`config.mk`:
```
export PLATFORM = sky130hd
export DESIGN_NAME = bit_modify_unit
export DESIGN_NICKNAME = d
export VERILOG_FILES = /design/src/rtl/bm_pkg.sv /design/src/rtl/bm_operand_clip.sv /design/src/rtl/bm_index_decode.sv /design/src/rtl/bm_modify.sv /design/src/rtl/bit_modify_unit.sv
export SDC_FILE = /design/constraint.sdc
export NUM_CORES = 1
export LEC_CHECK = 0
export BUFFER_PORTS_ARGS = -buffer_cell sky130_fd_sc_hd__buf_2
export CAP_MARGIN = 10
export CORE_MARGIN = 2
export CORE_UTILIZATION = 41
export DETAILED_ROUTE_END_ITERATION = 7
export GPL_TIMING_DRIVEN = 0
export MAX_ROUTING_LAYER = met4
export SYNTH_ARGS = -nofsm -noshare
export SYNTH_HDL_FRONTEND = slang
export SYNTH_SLANG_ARGS = --single-unit
```
`constraint.sdc`:
```
create_clock -name clk -period 2.8 [get_ports clk]
set_input_delay 0.56 -clock clk [delete_from_list [all_inputs] [get_ports clk]]
set_output_delay 0.56 -clock clk [all_outputs]
set_load 0.05 [all_outputs]
```
`src/rtl/bm_pkg.sv`:
```
package bm_pkg;
    localparam int BM_OP_W = 2;

    typedef enum logic [BM_OP_W-1:0] {
        BM_TEST = 2'b00,
        BM_SET  = 2'b01,
        BM_CLR  = 2'b10,
        BM_FLIP = 2'b11
    } bm_op_e;
endpackage

```
`src/rtl/bm_operand_clip.sv`:
```
// Narrows the operand to the selected size, zero-filling the upper part.
module bm_operand_clip #(
    parameter int DATA_W   = 32,
    parameter int NARROW_W = 16
) (
    input  logic [DATA_W-1:0] data_i,
    input  logic              wide_i,
    output logic [DATA_W-1:0] clip_o
);
    for (genvar b = 0; b < DATA_W; b++) begin : g_bit
        if (b < NARROW_W) begin : g_low
            assign clip_o[b] = data_i[b];
        end else begin : g_high
            assign clip_o[b] = data_i[b] & wide_i;
        end
    end
endmodule

```
`src/rtl/bm_index_decode.sv`:
```
// Wraps the index modulo the operand size and builds a one-hot bit mask.
module bm_index_decode #(
    parameter int DATA_W   = 32,
    parameter int NARROW_W = 16,
    parameter int IDX_W    = 8
) (
    input  logic [IDX_W-1:0]  idx_i,
    input  logic              wide_i,
    output logic [DATA_W-1:0] mask_o
);
    localparam int POS_W  = $clog2(DATA_W);
    localparam int NPOS_W = $clog2(NARROW_W);

    logic [POS_W-1:0] pos;

    always_comb begin
        pos = '0;
        if (wide_i) begin
            pos = idx_i[POS_W-1:0];
        end else begin
            pos[NPOS_W-1:0] = idx_i[NPOS_W-1:0];
        end
    end

    for (genvar b = 0; b < DATA_W; b++) begin : g_mask
        assign mask_o[b] = (pos == POS_W'(b));
    end
endmodule

```
`src/rtl/bm_modify.sv`:
```
// Samples the selected bit and applies the chosen change to it.
module bm_modify
    import bm_pkg::*;
#(
    parameter int DATA_W = 32
) (
    input  logic [DATA_W-1:0]  src_i,
    input  logic [DATA_W-1:0]  mask_i,
    input  logic [BM_OP_W-1:0] op_i,
    output logic [DATA_W-1:0]  res_o,
    output logic               carry_o
);
    bm_op_e op;

    always_comb begin
        op      = bm_op_e'(op_i);
        carry_o = |(src_i & mask_i);
        unique case (op)
            BM_TEST: res_o = src_i;
            BM_SET:  res_o = src_i | mask_i;
            BM_CLR:  res_o = src_i & ~mask_i;
            BM_FLIP: res_o = src_i ^ mask_i;
            default: res_o = src_i;
        endcase
    end
endmodule

```
`src/rtl/bit_modify_unit.sv`:
```
module bit_modify_unit
    import bm_pkg::*;
#(
    parameter int DATA_W     = 32,
    parameter int NARROW_W   = 16,
    parameter int IDX_W      = 8,
    parameter bit REGISTERED = 1'b1
) (
    input  logic               clk,
    input  logic               rst_n,
    input  logic [DATA_W-1:0]  in_data,
    input  logic [IDX_W-1:0]   in_index,
    input  logic [BM_OP_W-1:0] in_op,
    input  logic               in_wide,
    output logic [DATA_W-1:0]  out_data,
    output logic               out_carry
);
    typedef struct packed {
        logic [DATA_W-1:0] data;
        logic              carry;
    } bm_out_t;

    logic [DATA_W-1:0] clip;
    logic [DATA_W-1:0] mask;
    logic [DATA_W-1:0] mod_res;
    logic              mod_carry;
    bm_out_t           nxt_d;

    bm_operand_clip #(.DATA_W(DATA_W), .NARROW_W(NARROW_W)) u_clip (
        .data_i (in_data),
        .wide_i (in_wide),
        .clip_o (clip)
    );

    bm_index_decode #(.DATA_W(DATA_W), .NARROW_W(NARROW_W), .IDX_W(IDX_W)) u_dec (
        .idx_i  (in_index),
        .wide_i (in_wide),
        .mask_o (mask)
    );

    bm_modify #(.DATA_W(DATA_W)) u_mod (
        .src_i   (clip),
        .mask_i  (mask),
        .op_i    (in_op),
        .res_o   (mod_res),
        .carry_o (mod_carry)
    );

    always_comb begin
        nxt_d.data  = mod_res;
        nxt_d.carry = mod_carry;
    end

    if (REGISTERED) begin : g_reg
        bm_out_t out_q;
        logic    live_q;

        always_ff @(posedge clk) begin
            if (!rst_n) begin
                out_q  <= '0;
                live_q <= 1'b0;
            end else begin
                out_q  <= nxt_d;
                live_q <= 1'b1;
            end
        end

        assign out_data  = out_q.data;
        assign out_carry = out_q.carry;

        // test leaves the clipped operand untouched
        a_r1_test_passthru: assert property (@(posedge clk) disable iff (!rst_n)
            (live_q && $past(in_op) == BM_TEST) |-> out_data == $past(clip));

        // set only adds one bit
        a_r2_set_grows: assert property (@(posedge clk) disable iff (!rst_n)
            (live_q && $past(in_op) == BM_SET) |->
                ((out_data & $past(clip)) == $past(clip)) &&
                ($countones(out_data ^ $past(clip)) <= 1));

        // reset only removes one bit
        a_r3_clr_shrinks: assert property (@(posedge clk) disable iff (!rst_n)
            (live_q && $past(in_op) == BM_CLR) |->
                ((out_data & ~$past(clip)) == '0) &&
                ($countones(out_data ^ $past(clip)) <= 1));

        // complement always changes exactly one bit
        a_r4_flip_one: assert property (@(posedge clk) disable iff (!rst_n)
            (live_q && $past(in_op) == BM_FLIP) |->
                $countones(out_data ^ $past(clip)) == 1);

        // for set the carry is 1 exactly when nothing changed
        a_r5_carry_before: assert property (@(posedge clk) disable iff (!rst_n)
            (live_q && $past(in_op) == BM_SET) |->
                (out_carry == (out_data == $past(clip))));

        // narrow mode yields a zero upper half
        a_r7_narrow_upper: assert property (@(posedge clk) disable iff (!rst_n)
            (live_q && !$past(in_wide)) |-> out_data[DATA_W-1:NARROW_W] == '0);
    end else begin : g_comb
        logic unused_clk;
        assign unused_clk = clk ^ rst_n;
        assign out_data   = nxt_d.data;
        assign out_carry  = nxt_d.carry;
    end
endmodule

```
==> impl_metrics.yaml, run 1 <==
clock_tree:
  holdBufCountCts: 0
  cts.sinks: 33
  clkTransAtPathRegs_ns: 0.07
  numCtsBuffers: 5
  cts-root-buf: "clkbuf_8"
  cts_tree: "built"
  cts-resized-gates: 0
  htreeDepth: 2
  cts.path.max_buffers: 2
  post_cts_buffers: 0
global_routing:
  met2_usage_pct: 32.0
  grtUsageMet3_pct: 3.30
  top_usage_layer: "met2"
  grt_start_max_net_pins: 11
  grt_use_total_pct: 20.0
  met1_usage_pct: 25.6
  grt_overflow: 0
  grt_pass1_wl_mm: 15.3
  grt_pass1_vias: 3142
  antenna_found_initial: 0
routing:
  vias_per_cell: 5.04
  wl_mm: 9.02
  vias: 3036
  drc: 0
  ant_nets: 0
  wl_per_cell_um: 15.0
  dr.pass1.iters: 4
  detail_route.iter0.violations: 120
sta:
  setup_viol: 0
  max_freq_mhz: 431
  post-route-worst-setup-slack_ns: 0.477
  tightest_slew_ns: 0.568
  period_share_pct: 83.0
  fin_tns_setup_ns: 0
  rsz0062_at_grt: "no"
  hold_viol: 0
  fin_crit_ns: 2.32
  whs_ns: 0.552
  slew_violations: 0
  slew_headroom_pct: 62.1
power:
  peakVddDrop_v: 0.000168
  p_leak_nw: 2.48
  power.density_nw_per_um2: 329
yosys:
  yosys-top-cells-area: "ha_1, dfxtp_1, mux2i_1"
  syn-num-nets: 555
  synth_edf_count: 0
  synth_area_um2: 3720
  synth_top_area_cell: "ha_1"
  synth_cell_type_count: 22
  netlist.area_leader.share_pct: 32.3
  ys_warn_count: 0
  async_flop_share_pct: 0
  yosysMostFrequentCell: "ha_1"
  ys_ff_latch: 33
  ys_seq_area_share_pct: 17.7
  synth_commonest_cells: "ha_1, nand2_1, inv_1, dfxtp_1"
  synth_cells: 414
  synthFlopType: "dfxtp_1"
  avgSynthCellArea_um2: 8.99
place:
  place_ws_ns: 0.178
  finalWeightedCongestion: 0.906
  io_buffers: 73
  hpwl_mm: 7.10
  place_area_um2: 4220
setup_path:
  crit_type: "in -> reg"
  arrival_ns: 2.50
  cp-start-kind: "input pin"
  path_max_fanout: 9
  crit_slowest_cell: "mux4_2"
  cpPeakStageDelay_ns: 0.46
  worst_setup_path_end_kind: "flip-flop"
  critPathRequiredTime_ns: 2.98
  crit_chain: "buf_2 > and2_1 > buf_2 > nor2_1 > nand3_1 > ha_1 > mux4_2 > and2_1"
cells_and_area:
  drive_gt1_share_pct: 21.9
  fin_nets: 635
  final_cell_area_um2: 4310
  syn2layout_area_growth_pct: 15.8
  diodes: 0
floorplanning:
  start_util_pct: 42.5
  core_um2: 8760
  io_pins: 78
  die_h_um: 99.3
  fp-row-count: 34
  die_area_um2: 9860
  die-width_um: 99.3
run:
  drv_cap: 0
outcome:
  outcome: "completed"
worst_hold_path:
  hp-class: "in -> reg"
cell type report:
type,instances,area (um^2)
clock buffer,7,86.3
fill,879,4450
timing repair buffer,73,365
multi-input combinational,313,2750
inverter,48,180
tap,108,135
buffer,20,134
sequential,33,661
where the power goes:
part	internal (W)	total, W	switching [W]
sequential	0.000506	0.000513	0.00000705
combinational	0.000185	0.000524	0.000339
clock	0.000195	0.000379	0.000184
total	0.000887	0.00142	0.000530
stage by stage:
stage               total power [W]  instances  util [%]
floorplan                  0.000903        414         -
global placement            0.00104        595      48.2
detailed placement          0.00105        595      48.2
CTS                         0.00144        602      49.2
global route                0.00151        602      49.2
finish                      0.00142        602      49.2
cell usage in the layout, fill, tap and decap left out:
master,n
and2_1,17
o21a_1,1
mux4_2,13
nor2_1,32
inv_1,48
mux2i_1,32
clkbuf_1,6
buf_2,81
mux4_1,3
dfxtp_1,33
buf_4,1
nor3_1,9
nand3_1,10
nor4_1,8
ha_1,96
nand4_1,2
nor3_2,1
clkbuf_8,6
nand2_1,65
o211a_1,16
buf_6,6
nand2b_1,4
nor2b_1,4
per-layer routing:
layer  vias up  wire length, um
met5         -                0
li1       1529                -
met3        11              396
met4         0              147
met2        68             4230
met1      1428             4240
path summary, 6_finish.rpt:
path                     from  cells after the start                       to  slack, ns
worst max-delay path  in_wide                      8  out_data[13]$_SDFF_PN0_       0.48
worst min-delay path    rst_n                      2   out_data[5]$_SDFF_PN0_       0.55
worst max-delay path, delay by kind of cell:
family	cells	cell delay, ns
fa+ha+maj	1	0.31
mux	1	0.46
simple gates	4	0.84
buf+inv	2	0.32
state kept, by name (all words and copies together) (netlist names):
| name | count |
|---|---|
| out_data | 32 |
| out_carry | 1 |
cells by family (layout without fill, tap and decap cells):
logic type	count (synthesis)	in the layout	share of synthesized area, %
compound gates	17	17	4.50
fa+ha+maj	96	96	32.3
buf+inv	68	148	8.43
flops	33	33	17.7
mux	48	48	18.6
simple gates	152	152	18.5
No activity file was read; power rests on OpenSTA's default activity.
==> run 2: changes to the inputs <==
==> constraint.sdc (replaced) <==
create_clock -name clk -period 2.2 [get_ports clk]
set_input_delay 0.44 -clock clk [delete_from_list [all_inputs] [get_ports clk]]
set_output_delay 0.44 -clock clk [all_outputs]
set_load 0.05 [all_outputs]
==> impl_metrics.yaml, run 2 (same netlist as run 1, synthesis figures left out) <==
outcome:
  outcome: "completed"
setup_path:
  path_max_fanout: 9
  cp.depth: 8
  crit_chain: "buf_2 > and2_1 > buf_2 > nor2_1 > nand3_1 > ha_1 > mux4_2 > and2_1"
  crit_family: "simple AND/OR/NAND/NOR gates"
  arrival_ns: 2.36
  cpPeakStageDelay_ns: 0.47
  worst_setup_path_end_kind: "flip-flop"
  cp-start-kind: "input pin"
  crit_slowest_cell: "mux4_2"
  critPathRequiredTime_ns: 2.38
  path_buf_inv: 2
  crit_type: "in -> reg"
sta:
  hold_viol: 0
  tightest_slew_ns: 0.579
  whs_ns: 0.434
  slew_violations: 0
  setup_viol: 0
  fin_tns_setup_ns: 0
  period_share_pct: 98.9
  rsz0062_at_grt: "yes"
  slew_headroom_pct: 61.4
  fin_crit_ns: 2.18
  max_freq_mhz: 459
floorplanning:
  die-width_um: 99.3
  io_pins: 78
  die_area_um2: 9860
  die_h_um: 99.3
  fp-row-count: 34
  core_um2: 8760
  start_util_pct: 42.5
power:
  totalPowerFinal_w: 0.00180
  p_leak_nw: 2.48
  p_sw_share_pct: 37.4
  p_switching_w: 0.000674
  power.density_nw_per_um2: 418
  pwr-share-clk_pct: 26.7
  seqPwrFrac_pct: 36.2
  pwr-share-comb_pct: 37.1
  peakVddDrop_v: 0.000213
  power.internal_w: 0.00113
place:
  io_buffers: 73
  finalWeightedCongestion: 0.906
  hpwl_mm: 7.10
worst_hold_path:
  whs_path_depth: 2
  hp-class: "in -> reg"
cells_and_area:
  nFillCells: 880
  diodes: 0
  fin_nets: 635
  layout_commonest_cell: "ha_1"
  layout_common_cells: "ha_1, buf_2, nand2_1"
  largest_reg_flops: 32
  syn2layout_area_growth_pct: 15.8
  area.sequential_um2: 661
  multi_input_area_um2: 2750
  drive_gt1_share_pct: 22.1
global_routing:
  grt_pass1_wl_mm: 15.3
  grt_pass1_vias: 3142
  grt_start_max_net_pins: 11
  antenna_found_initial: 0
  grt_use_total_pct: 20.0
  grt_overflow: 0
clock_tree:
  cts.sinks: 33
  numCtsBuffers: 5
  cts-resized-gates: 0
  clkTransAtPathRegs_ns: 0.07
  holdBufCountCts: 0
  cts-root-buf: "clkbuf_8"
  htreeDepth: 2
  post_cts_buffers: 0
  cts_tree: "built"
  cts.path.max_buffers: 2
routing:
  detail_route.iter0.violations: 132
  drc: 0
  vias: 3049
  wl_mm: 9.06
  vias_per_cell: 5.06
  wl_per_cell_um: 15.1
  dr.pass1.iters: 4
  ant_nets: 0
run:
  drv_cap: 0
==> run 2: cell count changes in the layout (fill, tap and decap cells not counted) <==
| cell | delta |
|---|---|
| nor2_2 | +1 |
| nor2_1 | -1 |
==> run 2: stage by stage <==
step	instance area (um^2)	util (%)	std cells	setup WS, ns
2_1_floorplan	3720	-	414	0.0184
3_3_place_gp	4220	48.2	595	-0.294
3_5_place_dp	4220	48.2	595	-0.302
4_1_cts	4310	49.2	602	0.00179
5_1_grt	4310	49.2	602	-0.0921
6_report	4310	49.2	602	0.0234
==> run 2: worst paths after layout <==
| kind | start | slack (ns) | endpoint |
|---|---|---|---|
| max | in_wide | 0.02 | out_data[14]$_SDFF_PN0_ |
| min | rst_n | 0.43 | out_data[5]$_SDFF_PN0_ |
==> run 2: routing by layer <==
metal | routed length, um | GRT usage, % | vias up
met3 | 374 | 3.30 | 16
met5 | 0 | - | -
met4 | 182 | 6.74 | 0
met2 | 4190 | 32.0 | 74
met1 | 4310 | 25.6 | 1431
li1 | - | - | 1528
==> run 2: cell type report <==
class / instances / share of cell area, %
Multi-Input combinational cell: 313 / 63.8
Sequential cell: 33 / 15.3
Buffer: 20 / 3.10
Inverter: 48 / 4.18
Tap cell: 108 / 3.13
Clock buffer: 7 / 2.00
Timing Repair Buffer: 73 / 8.47
==> run 2: power groups by stage <==
stage | Sequential [W] | Clock, W | Combinational [W]
floorplan | 0.000839 | 0 | 0.000310
global placement | 0.000666 | 0 | 0.000654
detailed placement | 0.000667 | 0 | 0.000670
CTS | 0.000653 | 0.000506 | 0.000673
global route | 0.000657 | 0.000537 | 0.000734
finish | 0.000653 | 0.000480 | 0.000669
